===== src/rtl/rtc_pkg.sv =====
package rtc_pkg;
  localparam int unsigned BYTE_W     = 8;
  localparam int unsigned TIME_W     = 32;
  localparam int unsigned TIME_BYTES = TIME_W / BYTE_W;

  localparam int unsigned OFF_CTRL   = 'h00;
  localparam int unsigned OFF_ACTRL  = 'h01;
  localparam int unsigned OFF_WDATA  = 'h02;
  localparam int unsigned OFF_RDATA  = 'h06;
  localparam int unsigned OFF_ALARM  = 'h0A;
  localparam int unsigned OFF_ACLR   = 'h0E;

  localparam int unsigned BIT_RUN    = 7;
  localparam int unsigned BIT_AEN    = 7;
  localparam int unsigned BIT_ACK    = 0;
endpackage


===== src/rtl/rtc_prescaler.sv =====
module rtc_prescaler #(
  parameter int unsigned DIV = 32768
) (
  input  logic clk_i,
  input  logic rst_ni,
  input  logic run_i,
  input  logic restart_i,
  output logic tick_o
);
  localparam int unsigned CW = (DIV > 2) ? $clog2(DIV) : 1;
  localparam logic [CW-1:0] LAST = CW'(DIV - 1);

  logic [CW-1:0] cnt_q;

  assign tick_o = run_i && !restart_i && (cnt_q == LAST);

  always_ff @(posedge clk_i or negedge rst_ni) begin
    if (!rst_ni)        cnt_q <= '0;
    else if (restart_i) cnt_q <= '0;
    else if (run_i)     cnt_q <= (cnt_q == LAST) ? '0 : cnt_q + 1'b1;
  end
endmodule


===== src/rtl/rtc_counter.sv =====
module rtc_counter #(
  parameter int unsigned W = 32
) (
  input  logic         clk_i,
  input  logic         rst_ni,
  input  logic         load_i,
  input  logic [W-1:0] load_val_i,
  input  logic         tick_i,
  output logic [W-1:0] count_o
);
  logic [W-1:0] cnt_q;

  always_ff @(posedge clk_i or negedge rst_ni) begin
    if (!rst_ni)     cnt_q <= '0;
    else if (load_i) cnt_q <= load_val_i;
    else if (tick_i) cnt_q <= cnt_q + 1'b1; // natural wrap
  end

  assign count_o = cnt_q;
endmodule


===== src/rtl/rtc_alarm.sv =====
module rtc_alarm #(
  parameter int unsigned W = 32
) (
  input  logic         clk_i,
  input  logic         rst_ni,
  input  logic         tick_i,
  input  logic         armed_i,
  input  logic [W-1:0] count_i,
  input  logic [W-1:0] alarm_val_i,
  input  logic         ack_i,
  output logic         pending_o
);
  logic [W-1:0] next_cnt;
  logic         hit;
  logic         pend_q;

  // compare against the value the tick is about to produce
  assign next_cnt = count_i + 1'b1;
  assign hit      = tick_i && armed_i && (next_cnt == alarm_val_i);

  always_ff @(posedge clk_i or negedge rst_ni) begin
    if (!rst_ni)    pend_q <= 1'b0;
    else if (hit)   pend_q <= 1'b1; // a fresh hit beats a same-cycle ack
    else if (ack_i) pend_q <= 1'b0;
  end

  assign pending_o = pend_q;
endmodule


===== src/rtl/rtc_regs.sv =====
module rtc_regs
  import rtc_pkg::*;
#(
  parameter int unsigned ADDR_W = 5
) (
  input  logic              clk_i,
  input  logic              rst_ni,
  input  logic              wr_en_i,
  input  logic [ADDR_W-1:0] addr_i,
  input  logic [BYTE_W-1:0] wdata_i,
  input  logic [TIME_W-1:0] count_i,
  output logic              run_o,
  output logic              alarm_en_o,
  output logic [TIME_W-1:0] alarm_val_o,
  output logic              load_o,
  output logic [TIME_W-1:0] load_val_o,
  output logic              ack_o,
  output logic [BYTE_W-1:0] rdata_o
);
  localparam int unsigned NB = TIME_BYTES;

  function automatic logic hit_addr(input logic [ADDR_W-1:0] a, input int unsigned off);
    return a == ADDR_W'(off);
  endfunction

  logic run_q, aen_q;
  logic [BYTE_W-1:0] stage_q [1:NB-1];
  logic [BYTE_W-1:0] alarm_q [0:NB-1];

  always_ff @(posedge clk_i or negedge rst_ni) begin
    if (!rst_ni) begin
      run_q <= 1'b0;
      aen_q <= 1'b0;
    end else if (wr_en_i) begin
      if (hit_addr(addr_i, OFF_CTRL))  run_q <= wdata_i[BIT_RUN];
      if (hit_addr(addr_i, OFF_ACTRL)) aen_q <= wdata_i[BIT_AEN];
    end
  end

  for (genvar b = 1; b < NB; b++) begin : g_stage
    always_ff @(posedge clk_i or negedge rst_ni) begin
      if (!rst_ni) stage_q[b] <= '0;
      else if (wr_en_i && hit_addr(addr_i, OFF_WDATA + b)) stage_q[b] <= wdata_i;
    end
    assign load_val_o[b*BYTE_W +: BYTE_W] = stage_q[b];
  end

  for (genvar b = 0; b < NB; b++) begin : g_alarm
    always_ff @(posedge clk_i or negedge rst_ni) begin
      if (!rst_ni) alarm_q[b] <= '0;
      else if (wr_en_i && hit_addr(addr_i, OFF_ALARM + b)) alarm_q[b] <= wdata_i;
    end
    assign alarm_val_o[b*BYTE_W +: BYTE_W] = alarm_q[b];
  end

  assign load_val_o[BYTE_W-1:0] = wdata_i;
  assign load_o     = wr_en_i && hit_addr(addr_i, OFF_WDATA);
  assign ack_o      = wr_en_i && hit_addr(addr_i, OFF_ACLR) && wdata_i[BIT_ACK];
  assign run_o      = run_q;
  assign alarm_en_o = aen_q;

  always_comb begin
    rdata_o = '0;
    if (hit_addr(addr_i, OFF_CTRL))  rdata_o[BIT_RUN] = run_q;
    if (hit_addr(addr_i, OFF_ACTRL)) rdata_o[BIT_AEN] = aen_q;
    for (int b = 0; b < NB; b++) begin
      if (hit_addr(addr_i, OFF_RDATA + b)) rdata_o = count_i[b*BYTE_W +: BYTE_W];
      if (hit_addr(addr_i, OFF_ALARM + b)) rdata_o = alarm_q[b];
    end
  end
endmodule


===== src/rtl/seconds_rtc.sv =====
module seconds_rtc
  import rtc_pkg::*;
#(
  parameter int unsigned ADDR_W = 5,
  parameter int unsigned DIV    = 32768
) (
  input  logic              clk_i,
  input  logic              rst_ni,
  input  logic              wr_en_i,
  input  logic [ADDR_W-1:0] addr_i,
  input  logic [7:0]        wdata_i,
  output logic [7:0]        rdata_o,
  output logic              alarm_irq_o
);
  logic              run_en, alarm_en, load, ack, tick;
  logic [TIME_W-1:0] count_q, load_val, alarm_val;

  rtc_regs #(.ADDR_W(ADDR_W)) u_regs (
    .clk_i      (clk_i),
    .rst_ni     (rst_ni),
    .wr_en_i    (wr_en_i),
    .addr_i     (addr_i),
    .wdata_i    (wdata_i),
    .count_i    (count_q),
    .run_o      (run_en),
    .alarm_en_o (alarm_en),
    .alarm_val_o(alarm_val),
    .load_o     (load),
    .load_val_o (load_val),
    .ack_o      (ack),
    .rdata_o    (rdata_o)
  );

  rtc_prescaler #(.DIV(DIV)) u_pre (
    .clk_i    (clk_i),
    .rst_ni   (rst_ni),
    .run_i    (run_en),
    .restart_i(load),
    .tick_o   (tick)
  );

  rtc_counter #(.W(TIME_W)) u_cnt (
    .clk_i     (clk_i),
    .rst_ni    (rst_ni),
    .load_i    (load),
    .load_val_i(load_val),
    .tick_i    (tick),
    .count_o   (count_q)
  );

  rtc_alarm #(.W(TIME_W)) u_alarm (
    .clk_i      (clk_i),
    .rst_ni     (rst_ni),
    .tick_i     (tick),
    .armed_i    (run_en && alarm_en),
    .count_i    (count_q),
    .alarm_val_i(alarm_val),
    .ack_i      (ack),
    .pending_o  (alarm_irq_o)
  );
endmodule


===== config.mk =====
export PLATFORM = sky130hd
export DESIGN_NAME = seconds_rtc
export DESIGN_NICKNAME = d
export VERILOG_FILES = /design/src/rtl/rtc_pkg.sv /design/src/rtl/rtc_prescaler.sv /design/src/rtl/rtc_counter.sv /design/src/rtl/rtc_alarm.sv /design/src/rtl/rtc_regs.sv /design/src/rtl/seconds_rtc.sv
export SDC_FILE = /design/constraint.sdc
export NUM_CORES = 1
export LEC_CHECK = 0
export BUFFER_PORTS_ARGS = -buffer_cell sky130_fd_sc_hd__buf_2
export CORE_UTILIZATION = 50
export CTS_CLUSTER_DIAMETER = 100
export CTS_CLUSTER_SIZE = 40
export DETAILED_ROUTE_END_ITERATION = 7
export MAX_ROUTING_LAYER = met4
export PLACE_DENSITY = 0.66
export SLEW_MARGIN = 20
export SYNTH_ARGS = -nofsm -noshare
export SYNTH_HDL_FRONTEND = slang
export SYNTH_HIERARCHICAL = 1
export SYNTH_SLANG_ARGS = --single-unit

===== constraint.sdc =====
create_clock -name clk_i -period 2.7 [get_ports clk_i]
set_clock_uncertainty 0.15 [all_clocks]
set_input_delay 0.135 -clock clk_i [delete_from_list [all_inputs] [get_ports clk_i]]
set_output_delay 0.135 -clock clk_i [all_outputs]
set_load 0.01 [all_outputs]

[Word-level counts from Yosys, hierarchy flattened]
Index checks and enable logic that the tools add are counted.
Cells by class
  $add $sub $neg: 2
  multipliers: 0
  divide/modulo/power cells: 0
  magnitude comparators: 0
  equality and inequality tests: 16
  shift operators: 0
  multiplexer cells: 17
  bitwise logic cells: 0
  reduce and logical (&&, ||, !) cells: 22
Operator list (number)
  2-to-1 mux 32 bit: 2
  2-to-1 mux 8 bit: 8
  2-to-1 mux 15 bit: 3
  equality test 5 x 4 -> 1 bit, second input constant: 7
  adder 32 x 1 -> 32 bit, second input constant: 1
  equality test 32 bit: 1
  equality test 5 x 3 -> 1 bit, second input constant: 4
  adder 15 x 1 -> 15 bit, second input constant: 1
  equality test 15 bit, second input constant: 1
  logical AND 1 bit: 15
  equality test 5 x 2 -> 1 bit, second input constant: 2
  nonzero test 2 bit: 3
  equality test 5 x 1 -> 1 bit, second input constant: 1
  zero test 5 bit: 1
  2-to-1 mux 1 bit: 4
  AND reduction 2 bit: 2
  zero test 1 bit: 1
Word-level totals
  register bits after elaboration: 106
  bits in latches: 0
  RAM bits: 0
  bits in read-only memories: 0
  input port bits: 16
  logic and storage cells: 69
  memories: 0

[Longest topological paths before layout]
Gate-level depths: netlist of the first run.
  depth in word-level cells: 11
  gate-level depth with buffers: 12

[By module]
Netlist of the first run, hierarchy kept.
By module, submodules not included
  rtc_regs: times used 1, cells each 285, area each 3270.6 um^2
  rtc_counter: times used 1, cells each 219, area each 1966.9 um^2
  rtc_alarm: times used 1, cells each 164, area each 1169.9 um^2
  rtc_prescaler: times used 1, cells each 93, area each 894.6 um^2
  seconds_rtc: times used 1, cells each 1, area each 6.3 um^2

[Worst setup path after synthesis of the first run]
No wires, ideal clock.
  path kind: input -> register
  start point: input port addr_i[4]
  end point: register u_cnt.cnt_q[31] (netlist: u_cnt/count_o[31])
  setup time: 0.131 ns
  arrival time: 2.893 ns
  required time: 2.419 ns
  path slack: -0.474 ns
  stages on the path: 10
  cells stage by stage: buf_6 or4b_4 nor3b_1 inv_1 and3_1 and4_1 buf_6 nand3_2 nor3b_1 or3b_1
Between the ends
  cells in the longest elaborated chain, start to end: 6
Ends and longest elaborated chain
  start: declaration: line seconds_rtc.sv:10  | input logic [ADDR_W-1:0] addr_i,
  equality test 5 x 2 -> 1 bit: line rtc_regs.sv:23  | return a == ADDR_W'(off);
  logical AND 1 bit: line rtc_regs.sv:57  | assign load_o = wr_en_i && hit_addr(addr_i, OFF_WDATA);
  net load: line seconds_rtc.sv:15  | logic run_en, alarm_en, load, ack, tick;
  zero test 1 bit: line rtc_prescaler.sv:15  | assign tick_o = run_i && !restart_i && (cnt_q == LAST);
  logical AND 1 bit (2 in a row): line rtc_prescaler.sv:15
  net tick: line seconds_rtc.sv:15
  nonzero test 2 bit (no line)
  end signal: assignment: line rtc_counter.sv:15  | else if (load_i) cnt_q <= load_val_i;
  end signal: assignment: line rtc_counter.sv:16  | else if (tick_i) cnt_q <= cnt_q + 1'b1;
  end: declaration: line rtc_counter.sv:11  | logic [W-1:0] cnt_q;
The timed path passes the listed nets, and every way through them passes these cells.
A chain may end at the register's enable or synchronous reset.

[Worst setup path in the final report of the first run]
  start point: register u_cnt.cnt_q[0] (netlist: u_cnt/count_o[0])
  end point: register u_alarm.pend_q (netlist: u_alarm/pending_o)
Between the ends
  cells in the longest elaborated chain, start to end: 4
Ends and longest elaborated chain
  adder 32 x 1 -> 32 bit *: line rtc_alarm.sv:18  | assign next_cnt = count_i + 1'b1;
  equality test 32 bit *: line rtc_alarm.sv:19  | assign hit = tick_i && armed_i && (next_cnt == alarm_val_i);
  logical AND 1 bit *: line rtc_alarm.sv:19
  2-to-1 mux 1 bit / nonzero test 2 bit (equally long branches)
  end signal: assignment: line rtc_alarm.sv:22  | if (!rst_ni) pend_q <= 1'b0;
  end signal: assignment: line rtc_alarm.sv:23  | else if (hit) pend_q <= 1'b1;
  end signal: assignment: line rtc_alarm.sv:24  | else if (ack_i) pend_q <= 1'b0;
  end: declaration: line rtc_alarm.sv:15  | logic pend_q;
Every way passes the cells marked *; elsewhere a longest branch is shown, timed or not.

==> results.md, run 1 <==
- Outcome: finished with violations
- Failing checks: setup timing
- Pwr/cell area: 618 nW/um^2
- Min Clock Period, post-route: 2.72 ns
- Critical Path AT: 2.84 ns
- Syn_area_per_cell: 9.59 um^2
- DR WL/cell: 21.5 um
- Max-slew violation count: 0
- Pre-Repair DR Iteration Count: 6
- Worst-path fanout max: 6
- Die width: 123 um
- Worst reg2reg endpoint: u_alarm/pending_o
- Fin. Hold Viols: 0
- Clk root buf: clkbuf_16
- Worst r2r src: u_cnt/count_o[0]
- Via count of the first global-routing pass: 6172
- R2r worst-path depth: 8
- Net Sw Frac: 0.346
- Area growth syn-to-layout: 13.3%
- Vias per inst: 6.57
- Post-synth top area cell: dfrtp_1
- Pwr Total: 5.12 mW
- Setup_tns: -0.0177 ns
- Routed Wire Length: 21700 um
- Sequential Power Share: 0.419
- First-pass GRT wire length: 33400 um
- Top cells by area, synth: dfrtp_1, mux2_2, xor2_1
- Clock Power Share: 0.279
- Layout Nets: 839
- Post-route antenna net violation count: 0
- Slack of the critical path: -0.0177 ns
- Die area: 15100 um^2
- R2R Setup Slk: -0.02 ns
- Syn Inst Count: 762
- WHS: 0.0376 ns
- Routability cong.: 0.981
- P_int: 3.35 mW
- Vias: 6602
- Port buffer count: 24
- Lkg Pwr: 3.38 nW
- Mapped Area: 7310 um^2
- #FFs+latches synth: 106
- Gr usage total: 0.304
- Clk buf depth: 2
- Synth cell types: 84
- Largest net degree at the start of global routing: 42
- Slew HR: 0.557
- CTS buffer count: 9
- WP data required: 2.82 ns
- Fmax: 0.368 GHz
- Num rows: 43
- CTS Sinks: 106
- Worst setup EP type: flip-flop
- Die Y: 123 um
- Mapped Nets: 781
- Core ar.: 14100 um^2
- Slew @ Worst Pin: 0.664 ns
- Synth top area share: 0.363
- Layout cells sized above 1: 0.242
- Clock latency on the worst-skew pair: 0.36 ns
- Setup WS pre-CTS: -0.0302 ns
- Max-Cap Viols: 0
- VDD IR max: 0.324 mV
- GRT Residual Overflow: 0
- WS Path Type: flip-flop to flip-flop
- Worst setup path start: u_cnt/count_o[0]
- ANT cells: 0
- Critical Path Sink: u_alarm/pending_o
- NetSw: 1.77 mW
- Number of synthesized flops with an enable pin: 0
- Final setup vio count: 1
- DR iter-0 viols: 964
- Starting Density: 0.518
- Post-synth ARST share: 1.00
- Gate power share: 0.303
- I/O pin cnt: 25
- CTS HTree Levels: 3
- Initial antenna violation count: 0
- DRC: 0
- Clock slew at reported path FFs: 0.08 ns
- Hold WC Path Type: input pin to flip-flop
- Post-DP HPWL: 14900 um
- Ys flop type: dfrtp_1
- Seq/Total Area, Yosys: 0.363
- Period utilisation layout: 1.01
- CP startpoint kind: flip-flop
- CTS tree: built
- RSZ-0062 raised after global routing: yes
- Ys Warns: 6
[through the flow]
stage                     utilization  area (um^2)  instances
after global placement          0.561         7910        984
final                           0.588         8280       1005
after detailed placement        0.561         7910        984
after floorplan                     -         7350        762
after CTS                       0.585         8250       1001
after global routing            0.588         8280       1005
[cells by family (layout without fill, tap and decap cells)]
kind of cell	after synthesis	count (layout)	synth area share
xor gates and xnor gates	49	49	0.0587
adders and majority gates	3	3	0.00514
buffers and inverters	57	119	0.0433
DFF	106	106	0.363
muxes	81	81	0.126
and+or+nand+nor	311	312	0.259
AOI/OAI and AO/OA	155	155	0.145
[layout by cell type, fill, tap and decap left out, types with 4 or more instances in the layout]
cell type,count
a211oi_1,10
a21oi_1,14
a221o_1,6
a31oi_1,15
a32oi_1,4
and2_1,9
and3_1,13
and4_1,6
and4_4,5
buf_2,23
buf_4,67
clkbuf_16,9
dfrtp_1,105
inv_1,11
mux2_1,8
mux2_2,46
mux2_4,8
mux2i_1,19
nand2_1,63
nand2b_1,9
nand3_1,29
nand3_2,4
nand3b_1,9
nand4_1,23
nor2_1,36
nor2b_1,10
nor3_1,8
nor3b_1,6
nor4_1,19
nor4b_1,4
o211ai_1,8
o21a_1,5
o21ai_0,42
o31ai_1,14
or3_1,7
or4_1,17
xnor2_1,19
xor2_1,30
[how the worst min path moves through the flow]
stage,cells after the start,endpoint,slack [ns],startpoint
6_report,3,u_cnt/count_o[4],0.04,wdata_i[4]
5_1_grt,3,u_cnt/count_o[0],0.04,wdata_i[0]
4_1_cts,3,u_cnt/count_o[4],0.03,wdata_i[4]
3_5_place_dp,1,u_regs/alarm_val_o[7],-0.03,rst_ni
3_3_place_gp,1,u_regs/alarm_val_o[4],-0.04,rst_ni
2_1_floorplan,0,u_alarm/pending_o,-0.31,rst_ni
[flip-flops by register name, summed over array words and instances, names as in the netlist]
name and count:
u_cnt/count_o 32, u_alarm/pending_o 1, u_regs/run_o 1, u_regs/alarm_en_o 1, u_regs/load_val_o 24, u_regs/alarm_val_o 32, u_pre/cnt_q 15
[layer usage]
metal / track usage / part of all wire / vias to the layer above
li1: - / - / 3009
met1: 0.391 / 0.44 / 3223
met2: 0.472 / 0.46 / 300
met3: 0.0549 / 0.067 / 70
met4: 0.128 / 0.039 / 0
met5: - / 0 / -
[cells in the mapped netlist (9+ instances only)]
master / number
inv_1: 11
a31oi_1: 15
nand2b_1: 9
o21ai_0: 42
xnor2_1: 19
nor2b_1: 10
mux2i_1: 19
buf_4: 12
xor2_1: 30
or4_1: 18
nor2_1: 36
clkbuf_1: 15
and3_1: 15
nor4_1: 20
buf_2: 15
o31ai_1: 14
dfrtp_1: 106
a211oi_1: 10
nand3b_1: 9
a21oi_1: 14
and2_1: 9
nand3_1: 29
nand2_1: 63
nand4_1: 23
mux2_2: 46
[power groups by stage]
stage          Sequential, mW  Combinational (mW)  Clock, mW
4_1_cts                  2.14                1.51       1.46
5_1_grt                  2.18                1.67       1.52
3_5_place_dp             2.17                1.49          0
2_1_floorplan            2.20               0.890          0
6_report                 2.14                1.55       1.43
3_3_place_gp             2.16                1.45          0
[area by class of cell]
type,instances,area (um^2)
fillers,1222,5810
inverters,11,41.3
clock inverters,6,82.6
clock buffers,10,239
flip-flops and latches,106,2650
well taps,180,225
repair buffers,92,648
multi-input cells,600,4390
[critical path, cell delays in order, from the launching register on]
cell and delay [ns]:
dfrtp_2 0.36, ha_1 0.16, nand3_1 0.16, or4_4 0.51
o31a_1 0.34, o41a_1 0.39, a22oi_1 0.20, nand4_1 0.13
o32ai_2 0.22
[repair_timing]
| action | in CTS | in global routing |
|---|---|---|
| resized for setup | 4 | 0 |
| setup buffers | 0 | 3 |
| endpoints found under the hold margin | 36 | 0 |
| endpoints found under the setup margin | 5 | 12 |
| pin swaps | 0 | 1 |
| hold buffers | 1 | 0 |
| cloned | 0 | 1 |
Note: power is estimated with default switching activity, not from simulation.
==> run 2, diff against run 1 <==
- SETUP_SLACK_MARGIN: default -> 0.05
==> results.md, run 2 (synthesis results as in run 1) <==
- Outcome: finished clean
- Via count of the first global-routing pass: 6270 (+1.6%)
- Worst setup EP type: flip-flop
- Clk buf depth: 2 (unchanged)
- First-pass GRT wire length: 34200 um (+2.5%)
- Slew HR: 0.535 (-0.0218)
- DR WL met3: 1700 um (+17%)
- Core ar.: 14100 um^2 (unchanged)
- R2r worst-path depth: 8 (unchanged)
- Fillcell total: 1218 (-0.33%)
- Commonest cells after routing, fill and taps aside: dfrtp_1, buf_4, nand2_1, mux2_2, o21ai_0
- Port buffer count: 24 (unchanged)
- WS Path Type: flip-flop to flip-flop
- Vias per inst: 6.58 (+0.20%)
- Num rows: 43 (unchanged)
- Die area: 15100 um^2 (unchanged)
- Top sig layer: met4
- Largest net degree at the start of global routing: 53 (+26%)
- Gr usage total: 0.312 (+0.00783)
- Hold WC Path Type: input pin to flip-flop
- Worst reg2reg endpoint: u_alarm/pending_o
- Setup WS pre-CTS: -0.0181 ns (+0.0121 ns)
- Fmax: 0.376 GHz (+2.1%)
- Pre-Repair DR Iteration Count: 5 (-1)
- Slew @ Worst Pin: 0.696 ns (+0.0326 ns)
- DR WL/cell: 21.9 um (+1.5%)
- Final setup vio count: 0 (-1)
- Starting Density: 0.518 (unchanged)
- Die Y: 123 um (unchanged)
- Worst-path fanout max: 7 (+1)
- CP startpoint kind: flip-flop
- Pwr/cell area: 610 nW/um^2 (-1.3%)
- Period utilisation layout: 0.986 (-0.0209)
- WP data required: 2.81 ns (about the same)
- Clock latency on the worst-skew pair: 0.36 ns (about the same)
- DR iter-0 viols: 763 (-21%)
- Initial antenna violation count: 0 (unchanged)
- Post-DP HPWL: 15500 um (+3.9%)
- Routed Wire Length: 22100 um (+2.3%)
- Clk root buf: clkbuf_16
- Clock slew at reported path FFs: 0.08 ns (about the same)
- I/O pin cnt: 25 (unchanged)
- Slack of the critical path: 0.0386 ns (+0.0563 ns)
- Die width: 123 um (unchanged)
- Hold Startpoint: wdata_i[3]
- Layout cells sized above 1: 0.252 (+0.00998)
- RSZ-0062 raised after global routing: yes
- Max-slew violation count: 0 (unchanged)
- Critical Path AT: 2.77 ns (-0.07 ns)
- Max-Cap Viols: 0 (unchanged)
- WL met2: 10500 um (+6.1%)
- CTS Sinks: 106 (unchanged)
- Lkg Pwr: 3.42 nW (+1.0%)
- Hold Path Depth: 3 (unchanged)
- GRT Residual Overflow: 0 (unchanged)
- ANT cells: 0 (unchanged)
- VDD IR max: 0.348 mV (+7.5%)
- Post-route antenna net violation count: 0 (unchanged)
- Fin. Hold Viols: 0 (unchanged)
- Min Clock Period, post-route: 2.66 ns (-0.0563 ns)
- CTS HTree Levels: 3 (unchanged)
- Routability cong.: 0.980 (-0.15%)
- Commonest non-fill, non-tap cell in the layout: dfrtp_1
- Vias: 6661 (+0.89%)
- CTS buffer count: 9 (unchanged)
- Hold path endpoint: u_cnt/count_o[3]
- WHS: 0.0376 ns (+0.0000471 ns)
- Met1 WL: 9240 um (-2.0%)
- Area growth syn-to-layout: 14.2%
- DRC: 0 (unchanged)
- R2R Setup Slk: 0.04 ns (+0.06 ns)
- Layout Nets: 846 (+0.83%)
- CTS tree: built
- Worst r2r src: u_cnt/count_o[0]
[run 2: worst max-delay path, cell delays in order (launching register included)]
cell and delay [ns]:
dfrtp_2 0.37, ha_1 0.17, nand3_1 0.13, or4_4 0.50, o31a_1 0.34, o41a_1 0.37
a22oi_1 0.17, nand4_1 0.12, o32ai_2 0.23
[run 2: worst max path at each step]
stage	cells after the start	endpoint	start	slack, ns
3_5_place_dp	8	u_alarm/pending_o	u_cnt/count_o[0]	-0.02
3_3_place_gp	8	u_alarm/pending_o	u_cnt/count_o[0]	0.05
5_1_grt	10	u_alarm/pending_o	u_pre/cnt_q[1]	-0.08
4_1_cts	10	u_alarm/pending_o	u_pre/cnt_q[0]	-0.007
6_report	8	u_alarm/pending_o	u_cnt/count_o[0]	0.04
2_1_floorplan	11	u_alarm/pending_o	u_pre/cnt_q[0]	0.006
[run 2: layout make-up]
cell class                 count  area (um^2)  area share
clock buffer                   9          225      0.0270
clock inverter                 7         88.8      0.0106
inverter                      11         41.3     0.00495
multi-input combinational    601         4420       0.529
sequential                   106         2660       0.318
tap                          180          225      0.0270
timing repair buffer          98          697      0.0835
[run 2: through the flow]
step	cell area (um^2)	utilization	total power, mW	setup TNS, ns	std cells
final	8350	0.592	5.09	0	1012
after global routing	8350	0.592	5.35	-0.0838	1012
after CTS	8270	0.586	5.09	-0.00681	1005
after detailed placement	7940	0.563	3.69	-0.0181	988
after global placement	7940	0.563	3.62	0	988
after floorplan	7350	-	3.09	0	762
[run 2: power breakdown]
part,switching (mW),leakage [nW],total (mW),internal [mW]
sequential,0.279,1.34,2.15,1.87
clock,0.639,0.155,1.38,0.739
combinational,0.860,1.92,1.56,0.704
[run 2: repair_timing]
item	in CTS	in global routing
gates resized for setup	3	6
setup buffers	0	5
gates cloned	0	2
pin swaps	1	2
hold buffers	1	0
endpoints found under the hold margin	33	0
endpoints found under the setup margin	2	14
[run 2: metal layers]
metal	GRT usage	up-vias
met5	-	-
met4	0.127	0
met3	0.0489	52
met2	0.486	330
met1	0.406	3260
li1	-	3019
==> run 3, diff against run 2 <==
- CORE_UTILIZATION: 50 -> 45
- PLACE_DENSITY: 0.66 -> 0.6
==> results.md, run 3 (synthesis results as in run 1) <==
- Fin. Hold Viols: 0 (unchanged)
- Layout cells sized above 1: 0.254 (+0.00208)
- P_int: 3.40 mW (+2.6%)
- Vias: 6539 (-1.8%)
- Critical-path top delay cell: or4_4
- Busiest grt layer: met2
- CTS HTree Levels: 3 (unchanged)
- Slack of the critical path: 0.0194 ns (-0.0192 ns)
- First-pass GRT wire length: 34000 um (-0.60%)
- Worst setup path start: u_cnt/count_o[0]
- WS Path Type: flip-flop to flip-flop
- Sequential Power Share: 0.417 (-0.005)
- Pwr/cell area: 611 nW/um^2 (+0.12%)
- Area growth syn-to-layout: 15.4%
- DRC: 0 (unchanged)
- RSZ-0062 raised after global routing: yes
- GRT Residual Overflow: 0 (unchanged)
- Port buffer count: 24 (unchanged)
- Commonest cells after routing, fill and taps aside: dfrtp_1, buf_4, nand2_1, mux2_2, o21ai_0
- CTS tree: built
- Min Clock Period, post-route: 2.68 ns (+0.0192 ns)
- Critical Path AT: 2.80 ns (+0.03 ns)
- Worst setup EP type: flip-flop
- Gate power share: 0.302 (-0.005)
- ANT cells: 0 (unchanged)
- NetSw: 1.75 mW (-1.6%)
- Commonest non-fill, non-tap cell in the layout: dfrtp_1
- Routed Wire Length: 22100 um (-0.40%)
- Largest net degree at the start of global routing: 51 (-3.8%)
- WHS: 0.0256 ns (-0.0120 ns)
- Hold Startpoint: wdata_i[3]
- Pre-Repair DR Iteration Count: 5 (unchanged)
- Clock slew at reported path FFs: 0.08 ns (about the same)
- Die area: 16800 um^2 (+11%)
- Clock Power Share: 0.281 (+0.011)
- CP startpoint kind: flip-flop
- Critical Path Max Stage Delay: 0.49 ns (about the same)
- Die Y: 129 um (+5.3%)
- Worst-path fanout max: 6 (-1)
- GR Util met3: 0.0363 (-0.0126)
- CTS Sinks: 106 (unchanged)
- Via count of the first global-routing pass: 6114 (-2.5%)
- DR iter-0 viols: 617 (-19%)
- Final setup vio count: 0 (unchanged)
- Clk root buf: clkbuf_16
- Hold WC Path Type: input pin to flip-flop
- Num rows: 46 (+7.0%)
- Worst r2r src: u_cnt/count_o[0]
- Max-slew violation count: 0 (unchanged)
- Setup WS pre-CTS: -0.0307 ns (-0.0126 ns)
- Met1 track utilization from global routing: 0.362 (-0.0433)
- Slew HR: 0.561 (+0.0266)
- Design Area, Final: 8430 um^2 (+1.0%)
- I/O pin cnt: 25 (unchanged)
- Outcome: finished clean
- Placed instance area: 8000 um^2 (+0.76%)
- VDD IR max: 0.348 mV (about the same)
- Starting Density: 0.460 (-0.0584)
- CTS buffer count: 9 (unchanged)
- Net Sw Frac: 0.339 (-0.00946)
- CP cell instances: ha_1, nand3_2, or4_4, o31a_1, o41a_1, a22oi_1, nand4_1, o32ai_2
- Setup_tns: 0 ns (unchanged)
- Initial antenna violation count: 0 (unchanged)
- Core ar.: 15900 um^2 (+13%)
- Routability cong.: 0.955 (-2.6%)
- Post-DP HPWL: 15400 um (-0.71%)
- Met2 GRT Util: 0.444 (-0.0419)
- Post-route antenna net violation count: 0 (unchanged)
- Layout Nets: 851 (+0.59%)
- Lkg Pwr: 3.44 nW (+0.71%)
- Clock latency on the worst-skew pair: 0.36 ns (about the same)
- Post-placement cell count: 1026 (+3.8%)
- Clk buf depth: 2 (unchanged)
- WP data required: 2.82 ns (about the same)
- Fin cells: 1053 (+4.1%)
- Vias per inst: 6.21 (-5.7%)
- DR WL/cell: 20.9 um (-4.3%)
- Slew @ Worst Pin: 0.658 ns (-0.0384 ns)
- Die width: 129 um (+5.3%)
- Period utilisation layout: 0.993 (+0.00712)
- Max-Cap Viols: 0 (unchanged)
- Pwr Total: 5.15 mW (+1.1%)
- Gr usage total: 0.279 (-0.0332)
- Fmax: 0.373 GHz (-0.72%)
- Final Util: 0.531 (-0.0613)
==> run 3: worst paths after layout <==
check / slack [ns] / depth (start not counted) / to
worst max register to register: 0.02 / 8 / u_alarm/pending_o
min in group asynchronous: 0.19 / 2 / u_regs/alarm_val_o[7]
max in group asynchronous: 1.47 / 3 / u_regs/load_val_o[24]
worst max-delay path: 0.02 / 8 / u_alarm/pending_o
worst min-delay path: 0.03 / 3 / u_cnt/count_o[3]
worst min register to register: 0.34 / 2 / u_cnt/count_o[11]
==> run 3: critical path, delay by kind of cell, from the launching register on <==
| kind | cells | cell delay, ns |
|---|---|---|
| DFF | 1 | 0.36 |
| and+or+nand+nor | 3 | 0.77 |
| AOI/OAI and AO/OA | 4 | 1.12 |
| adders and majority gates | 1 | 0.18 |
==> run 3: metal layers <==
metal,vias up,routed length (um)
met3,40,1140
li1,3027,-
met4,0,646
met5,-,0
met2,221,10500
met1,3251,9740
==> run 3: repair_timing <==
action                                 4_1_cts  5_1_grt
pin swaps                                    0       11
gates resized for setup                      5        4
hold buffers                                 1        0
endpoints found under the hold margin       48        0
setup endpoints to repair                    7       16
gates cloned                                 0        1
buffers inserted                             0        9
==> run 3: cell type report <==
class / count / area [um^2]
Timing Repair Buffer: 104 / 742
Clock inverter: 6 / 90.1
Fill cell: 1483 / 7450
Inverter: 11 / 41.3
Clock buffer: 10 / 229
Tap cell: 216 / 270
Sequential cell: 106 / 2660
Multi-Input combinational cell: 600 / 4410
==> run 3: power by group through the flow <==
stage	combinational [mW]	sequential, mW	clock, mW
6_report	1.56	2.15	1.45
5_1_grt	1.69	2.19	1.56
4_1_cts	1.53	2.14	1.48
3_5_place_dp	1.52	2.17	0
3_3_place_gp	1.47	2.16	0
2_1_floorplan	0.890	2.20	0
